### config.mk
export PLATFORM = sky130hd
export DESIGN_NAME = result_serializer
export DESIGN_NICKNAME = d
export VERILOG_FILES = /design/src/rtl/rs_pkg.sv /design/src/rtl/rs_edge.sv /design/src/rtl/rs_pace.sv /design/src/rtl/rs_shift.sv /design/src/rtl/rs_pend.sv /design/src/rtl/result_serializer.sv
export SDC_FILE = /design/constraint.sdc
export NUM_CORES = 1
export LEC_CHECK = 0
export BUFFER_PORTS_ARGS = -buffer_cell sky130_fd_sc_hd__buf_4
export CAP_MARGIN = 30
export CORE_UTILIZATION = 37
export DETAILED_ROUTE_END_ITERATION = 8
export PLACE_DENSITY = 0.52
export SKIP_CTS_REPAIR_TIMING = 1
export SLEW_MARGIN = 40
export SYNTH_ARGS = -nofsm -noshare
export SYNTH_HDL_FRONTEND = slang
export SYNTH_HIERARCHICAL = 1
export SYNTH_SLANG_ARGS = --single-unit
### constraint.sdc
create_clock -name clk_i -period 2.93 [get_ports clk_i]
set_clock_uncertainty 0.2 [all_clocks]
set_input_delay 0.1465 -clock clk_i [delete_from_list [all_inputs] [get_ports clk_i]]
set_output_delay 0.1465 -clock clk_i [all_outputs]
set_load 0.005 [all_outputs]
### src/rtl/rs_pkg.sv
package rs_pkg;
  typedef enum logic {
    MODE_INT = 1'b0,
    MODE_EXT = 1'b1
  } rs_mode_e;
endpackage

### src/rtl/rs_edge.sv
module rs_edge #(
  parameter logic RST_VAL = 1'b0
) (
  input  logic clk_i,
  input  logic rst_ni,
  input  logic sig_i,
  output logic fall_o
);
  logic sig_q;

  always_ff @(posedge clk_i or negedge rst_ni) begin
    if (!rst_ni) sig_q <= RST_VAL;
    else         sig_q <= sig_i;
  end

  assign fall_o = sig_q & ~sig_i;
endmodule

### src/rtl/rs_pace.sv
module rs_pace #(
  parameter int unsigned HALF_DIV = 2
) (
  input  logic clk_i,
  input  logic rst_ni,
  input  logic run_i,
  input  logic restart_i,
  output logic hi_o,
  output logic bit_end_o
);
  localparam int unsigned TW = (HALF_DIV > 1) ? $clog2(HALF_DIV) : 1;

  logic [TW-1:0] tmr_q;
  logic          hi_q;
  logic          wrap;

  assign wrap = (tmr_q == TW'(HALF_DIV - 1));

  always_ff @(posedge clk_i or negedge rst_ni) begin
    if (!rst_ni) begin
      tmr_q <= '0;
      hi_q  <= 1'b0;
    end else if (restart_i) begin
      tmr_q <= '0;
      hi_q  <= 1'b0;
    end else if (run_i) begin
      if (wrap) begin
        tmr_q <= '0;
        hi_q  <= ~hi_q;
      end else begin
        tmr_q <= tmr_q + 1'b1;
      end
    end
  end

  assign hi_o      = hi_q;
  // end of a high phase closes one bit
  assign bit_end_o = run_i & hi_q & wrap;
endmodule

### src/rtl/rs_shift.sv
module rs_shift #(
  parameter int unsigned WORD_W = 16
) (
  input  logic              clk_i,
  input  logic              rst_ni,
  input  logic              load_i,
  input  logic [WORD_W-1:0] word_i,
  input  logic              adv_i,
  output logic              msb_o,
  output logic              at_last_o
);
  localparam int unsigned CW = $clog2(WORD_W + 1);

  logic [WORD_W-1:0] sh_q;
  logic [CW-1:0]     cnt_q;

  always_ff @(posedge clk_i or negedge rst_ni) begin
    if (!rst_ni) begin
      sh_q  <= '0;
      cnt_q <= '0;
    end else if (load_i) begin
      sh_q  <= word_i;
      cnt_q <= '0;
    end else if (adv_i) begin
      sh_q  <= {sh_q[WORD_W-2:0], 1'b0};
      cnt_q <= cnt_q + 1'b1;
    end
  end

  assign msb_o     = sh_q[WORD_W-1];
  assign at_last_o = (cnt_q == CW'(WORD_W - 1));
endmodule

### src/rtl/rs_pend.sv
module rs_pend #(
  parameter int unsigned WORD_W = 16
) (
  input  logic              clk_i,
  input  logic              rst_ni,
  input  logic              push_i,
  input  logic              pop_i,
  input  logic [WORD_W-1:0] word_i,
  input  logic              tag_i,
  input  rs_pkg::rs_mode_e  mode_i,
  output logic              valid_o,
  output logic [WORD_W-1:0] word_o,
  output logic              tag_o,
  output rs_pkg::rs_mode_e  mode_o
);
  always_ff @(posedge clk_i or negedge rst_ni) begin
    if (!rst_ni) begin
      valid_o <= 1'b0;
      word_o  <= '0;
      tag_o   <= 1'b0;
      mode_o  <= rs_pkg::MODE_INT;
    end else if (push_i) begin
      valid_o <= 1'b1;
      word_o  <= word_i;
      tag_o   <= tag_i;
      mode_o  <= mode_i;
    end else if (pop_i) begin
      valid_o <= 1'b0;
    end
  end
endmodule

### src/rtl/result_serializer.sv
module result_serializer #(
  parameter int unsigned WORD_W   = 16,
  parameter int unsigned HALF_DIV = 2
) (
  input  logic              clk_i,
  input  logic              rst_ni,
  input  logic              ext_mode_i,
  input  logic              straight_bin_i,
  input  logic              cs_ni,
  input  logic              rd_conv_i,
  input  logic              tag_i,
  input  logic              ext_clk_i,
  input  logic [WORD_W-1:0] result_i,
  output logic              sdata_o,
  output logic              dclk_o
);
  import rs_pkg::*;

  logic              cmd_w, ext_fall;
  logic              active_q, tag_q;
  rs_mode_e          mode_q, live_mode;
  logic [WORD_W-1:0] live_word, src_word, pend_word;
  logic              pend_valid, pend_tag, src_tag;
  rs_mode_e          pend_mode, src_mode;
  logic              int_run, ext_run, hi_w, bit_end, adv_w, at_last, msb_w;
  logic              end_w, free_w, take_cmd, start_w, push_w, pop_w;

  rs_edge #(.RST_VAL(1'b1)) i_cmd_edge (
    .clk_i (clk_i), .rst_ni(rst_ni), .sig_i(cs_ni | rd_conv_i), .fall_o(cmd_w)
  );
  rs_edge #(.RST_VAL(1'b0)) i_clk_edge (
    .clk_i (clk_i), .rst_ni(rst_ni), .sig_i(ext_clk_i), .fall_o(ext_fall)
  );

  assign live_word = {result_i[WORD_W-1] ^ ~straight_bin_i, result_i[WORD_W-2:0]};
  assign live_mode = ext_mode_i ? MODE_EXT : MODE_INT;

  assign int_run  = active_q & (mode_q == MODE_INT);
  assign ext_run  = active_q & (mode_q == MODE_EXT);
  assign adv_w    = (int_run & bit_end) | (ext_run & ext_fall);
  assign end_w    = adv_w & at_last;
  assign free_w   = ~active_q | end_w;
  assign take_cmd = free_w & ~pend_valid & cmd_w;
  assign start_w  = free_w & (pend_valid | cmd_w);
  assign push_w   = cmd_w & ~take_cmd;
  assign pop_w    = start_w & pend_valid;

  assign src_word = pend_valid ? pend_word : live_word;
  assign src_tag  = pend_valid ? pend_tag  : tag_i;
  assign src_mode = pend_valid ? pend_mode : live_mode;

  rs_pend #(.WORD_W(WORD_W)) i_pend (
    .clk_i (clk_i), .rst_ni(rst_ni), .push_i(push_w), .pop_i(pop_w),
    .word_i(live_word), .tag_i(tag_i), .mode_i(live_mode),
    .valid_o(pend_valid), .word_o(pend_word), .tag_o(pend_tag), .mode_o(pend_mode)
  );

  rs_pace #(.HALF_DIV(HALF_DIV)) i_pace (
    .clk_i (clk_i), .rst_ni(rst_ni), .run_i(int_run), .restart_i(start_w),
    .hi_o  (hi_w), .bit_end_o(bit_end)
  );

  rs_shift #(.WORD_W(WORD_W)) i_shift (
    .clk_i (clk_i), .rst_ni(rst_ni), .load_i(start_w), .word_i(src_word),
    .adv_i (adv_w), .msb_o(msb_w), .at_last_o(at_last)
  );

  always_ff @(posedge clk_i or negedge rst_ni) begin
    if (!rst_ni) begin
      active_q <= 1'b0;
      mode_q   <= MODE_INT;
      tag_q    <= 1'b0;
    end else if (start_w) begin
      active_q <= 1'b1;
      mode_q   <= src_mode;
      tag_q    <= src_tag;
    end else if (end_w) begin
      active_q <= 1'b0;
    end
  end

  assign dclk_o = int_run & hi_w;

  always_comb begin
    if (active_q)                sdata_o = msb_w;
    else if (mode_q == MODE_INT) sdata_o = tag_q;
    else                         sdata_o = ~cs_ni & rd_conv_i & tag_i;
  end
endmodule

==> flow_summary.ini, run 1 <==
[die]
die_w_um = 83.04
fp-row-count = 29
ioPinCount = 26
dieHeight_um = 83.04
dieArea_mm2 = 0.006895
initial_core_util_pct = 38.27
core_mm2 = 0.006350

[timing]
tightestPinTransition_ns = 0.6064
rsz0062_at_grt = no
fin_crit_sh_pct = 86.72
fin_crit_ns = 2.541
maxSlewViolCount = 0
setup_tns_ns = 0
hold_violations = 0
setup_violations = 0
slew_headroom_pct = 59.58
fmax_mhz = 393.6

[cells_and_area]
fillers = 622
stdcell_area_mm2 = 0.002985
top_regs = i_pend/word_o (16), i_shift/sh_q (16), i_shift/cnt_q (5)
n_antenna_cell = 0
final_net_count = 276
drive_gt1_share_pct = 36.25
area_delta_synth_final_pct = 22.86

[clock_network]
cts-root-buf = clkbuf_8
cts_buffers = 5
clk_pin_slew_ns = 0.09
cts_tree = yes
cts_sinks = 47
clkLatencyLatePin_ns = 0.29
htreeDepth = 2
clockBufferDepth = 2

[power_and_ir_drop]
power.density_mw_per_mm2 = 654.1
clkPwrFrac_pct = 19.9
p_int_uw = 1365
p_comb_share_pct = 33.1
p_sw_uw = 587.2
seqPwrFrac_pct = 47.0
ir_drop_mv = 0.3159
p_leak_uw = 0.001316
switching_share_pct = 30.07

[worst_setup_path]
arrival_ns = 2.52
cp_cell_sequence = and2b_2 -> and3_2 -> mux2i_1 -> nand2b_4 -> nand2_1 -> a21boi_2 -> buf_12 -> mux2_2
cp_max_fo = 19
critPathMaxStageDelay_ns = 0.43
crit_required_ns = 2.91
endpoint_kind = flop
crit_type = flop to flop
start_kind = flop
cp_slowest_cell = dfrtp_1

[place]
port_buffers = 25
placed_area_mm2 = 0.002690
gp_congestion = 0.7331
dp_hpwl_um = 2924

[route]
routed_via_density = 4.951
drt-total-wl_um = 4498
drtPass1Iterations = 4
wl_per_cell_um = 13.71
ant_nets = 0
drt_iter0_markers = 41
via_count = 1624
drc = 0

[global_routing]
antenna_found_initial = 0
grt_util_all_layers_pct = 14.20
grt_overflow = 0
grt_max_degree = 48
grt_pass1_wl_um = 7838
grt_pass1_vias = 1613

[logic_synthesis]
synth_top_area_share_pct = 47.37
synth-edff-count = 0
ys_async_sr_fraction_pct = 100.0
synth_common_cells = 46 x dfrtp_1, 25 x mux2_2, 22 x nand2_1
synth_area_mm2 = 0.002430
synth_most_common_cell = dfrtp_1
synthFlopType = dfrtp_1
ys_seq_elements = 47
synth_largest_area_cell = dfrtp_1
ys_seq_area_share_pct = 48.46
synth_cells = 201
ys_types = 41
avgSynthCellArea_um2 = 12.09
syn-num-nets = 227
netlist_top_cells_area = dfrtp_1 47%, mux2_2 12%, mux2i_1 7.0%
ys.warnings.count = 6

[min_path]
worstHoldPathType = input pin to flop

[run_status]
status = finished clean

[flow_run]
drv_cap = 0
## final timing paths
| check | from | end | slack, ns | depth (start not counted) |
|---|---|---|---|---|
| setup / recovery | mode_q$_DFFE_PN0P_ | i_pend/tag_o$_DFFE_PN0P_ | 0.39 | 8 |
| hold / removal | result_i[15] | i_pend/word_o[15]$_DFFE_PN0P_ | 0.03 | 3 |
| setup reg to reg | mode_q$_DFFE_PN0P_ | i_pend/tag_o$_DFFE_PN0P_ | 0.39 | 8 |
| hold reg to reg | i_pend/word_o[3]$_DFFE_PN0P_ | i_pend/word_o[3]$_DFFE_PN0P_ | 0.31 | 1 |
| max in group asynchronous | rst_ni | i_pace/tmr_q$_DFFE_PN0P_ | 1.93 | 2 |
| min in group asynchronous | rst_ni | i_clk_edge/sig_q$_DFF_PN0_ | 0.20 | 2 |
## logic make-up after synthesis
kind of cell | Yosys count | synth area share [%]
mux | 52 | 24.77
simple gates | 46 | 10.25
xor+xnor | 3 | 1.082
buf+inv | 16 | 4.891
flops | 47 | 48.46
fa+ha+maj | 2 | 1.030
compound gates | 35 | 9.527
## final cells by class
| class | instances | area (µm²) | area share, % |
|---|---|---|---|
| clock buffers | 6 | 72.57 | 2.431 |
| clock inverters | 2 | 12.51 | 0.4191 |
| inverters | 4 | 15.01 | 0.5029 |
| multi-input cells | 138 | 1141 | 38.22 |
| flip-flops and latches | 47 | 1177 | 39.44 |
| well taps | 77 | 96.34 | 3.227 |
| repair buffers | 54 | 470.5 | 15.76 |
## cell usage in the layout (no fill, tap or decap), types with 2 or more instances in the layout
master,synthesis,routed
a21bo_1,2,2
a21oi_1,4,3
a21oi_2,2,3
and2b_2,2,2
buf_4,0,32
clkbuf_8,0,5
dfrtp_1,46,46
dlygate4sd3_1,0,21
ha_1,2,2
inv_1,4,4
mux2_2,25,25
mux2_4,10,10
mux2i_1,17,17
nand2_1,22,22
nand2b_1,2,2
nand3b_1,2,2
nor2_1,6,6
nor2b_4,2,2
nor3_1,2,2
o21ai_0,5,5
o21ai_1,13,13
xnor2_1,3,3
## stage by stage
step / util, % / hold WS, ns / instances / setup slack (ns) / total power, µW
final: 47.01 / 0.03173 / 328 / 0.3892 / 1953
after global routing: 47.01 / 0.04994 / 328 / 0.2203 / 2099
after CTS: 43.70 / -0.3162 / 307 / 0.3693 / 1963
after detailed placement: 42.36 / 0.008889 / 299 / 0.3790 / 1564
after global placement: 42.36 / 0.01223 / 299 / 0.4408 / 1557
after floorplan: - / -0.3491 / 201 / 0.4307 / 1441
## power groups by stage
stage | combinational [µW] | clock, µW | sequential, µW
after floorplan | 541 | 0 | 900
after global placement | 627 | 0 | 930
after detailed placement | 632 | 0 | 932
after CTS | 637 | 406 | 919
after global routing | 726 | 430 | 943
final | 647 | 388 | 918
## metal layers
layer	GRT usage, %	up-vias	share of wire [%]
met2	21.76	26	45
li1	-	806	-
met4	3.762	0	0.91
met5	0	-	0
met1	20.39	788	51
met3	3.082	4	2.9
## worst max-delay path, delay by kind of cell (launching register included)
family	cells	cell delay, ns
AO/OA/AOI/OAI	1	0.20
flip-flops	1	0.43
multiplexers	2	0.60
buffers and inverters	1	0.20
AND/OR/NAND/NOR	4	0.80
No activity file was read; power rests on OpenSTA's default activity.
==> inputs of run 2 (changes only) <==
- PLACE_DENSITY: 0.52 -> 0.53
- SYNTH_HIERARCHICAL: 1 -> default
==> flow_summary.ini, run 2 <==
[route]
ant_nets = 0
drt-total-wl_um = 4182
drtPass1Iterations = 4
routed_via_density = 4.899
drt_iter0_markers = 31
wl_per_cell_um = 13.19
drc = 0
via_count = 1553

[worst_setup_path]
arrival_ns = 2.44
endpoint_kind = flop
cp_slowest_cell = dfrtp_1
worst_r2r_path_depth = 8
cp_max_fo = 18
crit_buf_inv = 1
cp_cell_sequence = ha_1 -> and3_1 -> ha_1 -> nand4b_1 -> and3_1 -> o21a_1 -> buf_4 -> mux2_2
critPathTopFamily = simple AND/OR/NAND/NOR gates
start_kind = flop
critPathMaxStageDelay_ns = 0.41
worstSetupPathDepth = 8
crit_required_ns = 2.91
crit_type = flop to flop

[timing]
setup_violations = 0
fin_crit_sh_pct = 83.84
finalWorstSetupSlack_ns = 0.4734
fmax_mhz = 407.1
hold_violations = 0
tightestPinTransition_ns = 0.5920
maxSlewViolCount = 0
fin_crit_ns = 2.457
setup_tns_ns = 0
slew_headroom_pct = 60.53
rsz0062_at_grt = no

[run_status]
status = finished clean

[die]
ioPinCount = 26
initial_core_util_pct = 38.70
die_w_um = 80.93
core_mm2 = 0.005956
dieHeight_um = 80.93
fp-row-count = 28
dieArea_mm2 = 0.006549

[global_routing]
grt_pass1_wl_um = 7017
grt_overflow = 0
grt_max_degree = 48
grt_util_all_layers_pct = 14.25
antenna_found_initial = 0
grt_pass1_vias = 1540

[place]
gp_congestion = 0.7273
dp_slack_ns = 0.4761
placed_area_mm2 = 0.002561
dp_hpwl_um = 2693
port_buffers = 25

[logic_synthesis]
netlist_top_cells_area = dfrtp_1 50%, mux2_2 12%, mux2i_1 8.7%
synth_most_common_cell = dfrtp_1
ys_types = 33
synth_area_mm2 = 0.002305
synth_common_cells = 46 x dfrtp_1, 24 x mux2_2, 20 x mux2i_1
avgSynthCellArea_um2 = 12.00
synth-edff-count = 0
synth_top_area_share_pct = 49.95
syn-num-nets = 218
synth_largest_area_cell = dfrtp_1
ys_seq_elements = 47
ys_async_sr_fraction_pct = 100.0
synth_cells = 192
ys_seq_area_share_pct = 51.09
synthFlopType = dfrtp_1
ys.warnings.count = 0

[cells_and_area]
final_net_count = 267
layout_commonest_cell = dfrtp_1
area_delta_synth_final_pct = 24.59
top_regs = i_pend.word_o (16), i_shift.sh_q (16), i_shift.cnt_q (5)
fillers = 558
final_cell_mix = 46 x dfrtp_1, 30 x buf_4, 24 x mux2_2
n_antenna_cell = 0
drive_gt1_share_pct = 29.34
stdcell_area_mm2 = 0.002872
seqCellArea_mm2 = 0.001177
fin_util_pct = 48.21
multi_input_area_mm2 = 0.001042

[clock_network]
htreeDepth = 2
clkLatencyLatePin_ns = 0.29
clockBufferDepth = 2
clk_pin_slew_ns = 0.08
cts_buffers = 5
cts_sinks = 47
cts-root-buf = clkbuf_8
cts_tree = yes

[power_and_ir_drop]
total_power_uw = 1855
p_sw_uw = 543.5
p_comb_share_pct = 28.8
p_int_uw = 1312
seqPwrFrac_pct = 51.1
clkPwrFrac_pct = 20.1
p_leak_uw = 0.001283
ir_drop_mv = 0.3092
power.density_mw_per_mm2 = 646.1
switching_share_pct = 29.29

[flow_run]
drv_cap = 0

[min_path]
hold_depth = 5
worstHoldPathType = input pin to flop
==> run 2: power by group through the flow <==
| stage | registers, µW | clock network [µW] | logic [µW] |
|---|---|---|---|
| 3_5_place_dp | 960 | 0 | 515 |
| 5_1_grt | 974 | 415 | 617 |
| 6_report | 948 | 373 | 534 |
| 3_3_place_gp | 949 | 0 | 502 |
| 2_1_floorplan | 922 | 0 | 408 |
| 4_1_cts | 949 | 389 | 519 |
==> run 2: layout make-up <==
cell class,instances,area share (%)
tap,75,3.268
multi-input combinational,128,36.30
clock buffer,8,2.789
sequential,47,41.00
timing repair buffer,53,15.86
inverter,6,0.7843
==> run 2: per-stage QoR <==
step,instances,hold slack [ns]
global placement,286,-0.01172
CTS,294,-0.3303
global route,317,0.1662
finish,317,0.1091
detailed placement,286,-0.007354
floorplan,192,-0.3491
==> run 2: worst register-to-register path, cell delays in order (launching register included) <==
cell	delay [ns]
dfrtp_1	0.41
ha_1	0.22
and3_1	0.18
ha_1	0.19
nand4b_1	0.14
and3_1	0.21
o21a_1	0.12
buf_4	0.30
mux2_2	0.38
==> run 2: routing by layer <==
| layer | global-route usage [%] | up-vias | part of all wire (%) |
|---|---|---|---|
| li1 | - | 764 | - |
| met1 | 17.19 | 765 | 48 |
| met2 | 23.95 | 20 | 48 |
| met3 | 3.483 | 4 | 2.8 |
| met4 | 6.429 | 0 | 1.1 |
| met5 | 0 | - | 0 |
==> run 2: kinds of logic after synthesis <==
logic type,Yosys count,synth area share [%]
compound gates,25,6.244
mux,53,26.28
xor+xnor,5,1.900
simple gates,42,9.284
flops,47,51.09
fa+ha+maj,3,1.520
buf+inv,17,3.692
==> run 2: worst paths after layout <==
check	start	slack [ns]	end
setup / recovery	i_shift.cnt_q[0]$_DFFE_PN0P_	0.47	i_pend.word_o[9]$_DFFE_PN0P_
hold / removal	straight_bin_i	0.11	i_shift.sh_q[15]$_DFFE_PN0P_
setup reg to reg	i_shift.cnt_q[0]$_DFFE_PN0P_	0.47	i_pend.word_o[9]$_DFFE_PN0P_
hold reg to reg	i_pend.word_o[7]$_DFFE_PN0P_	0.31	i_pend.word_o[7]$_DFFE_PN0P_
max in group asynchronous	rst_ni	1.93	i_shift.cnt_q[3]$_DFFE_PN0P_
min in group asynchronous	rst_ni	0.20	mode_q$_DFFE_PN0P_
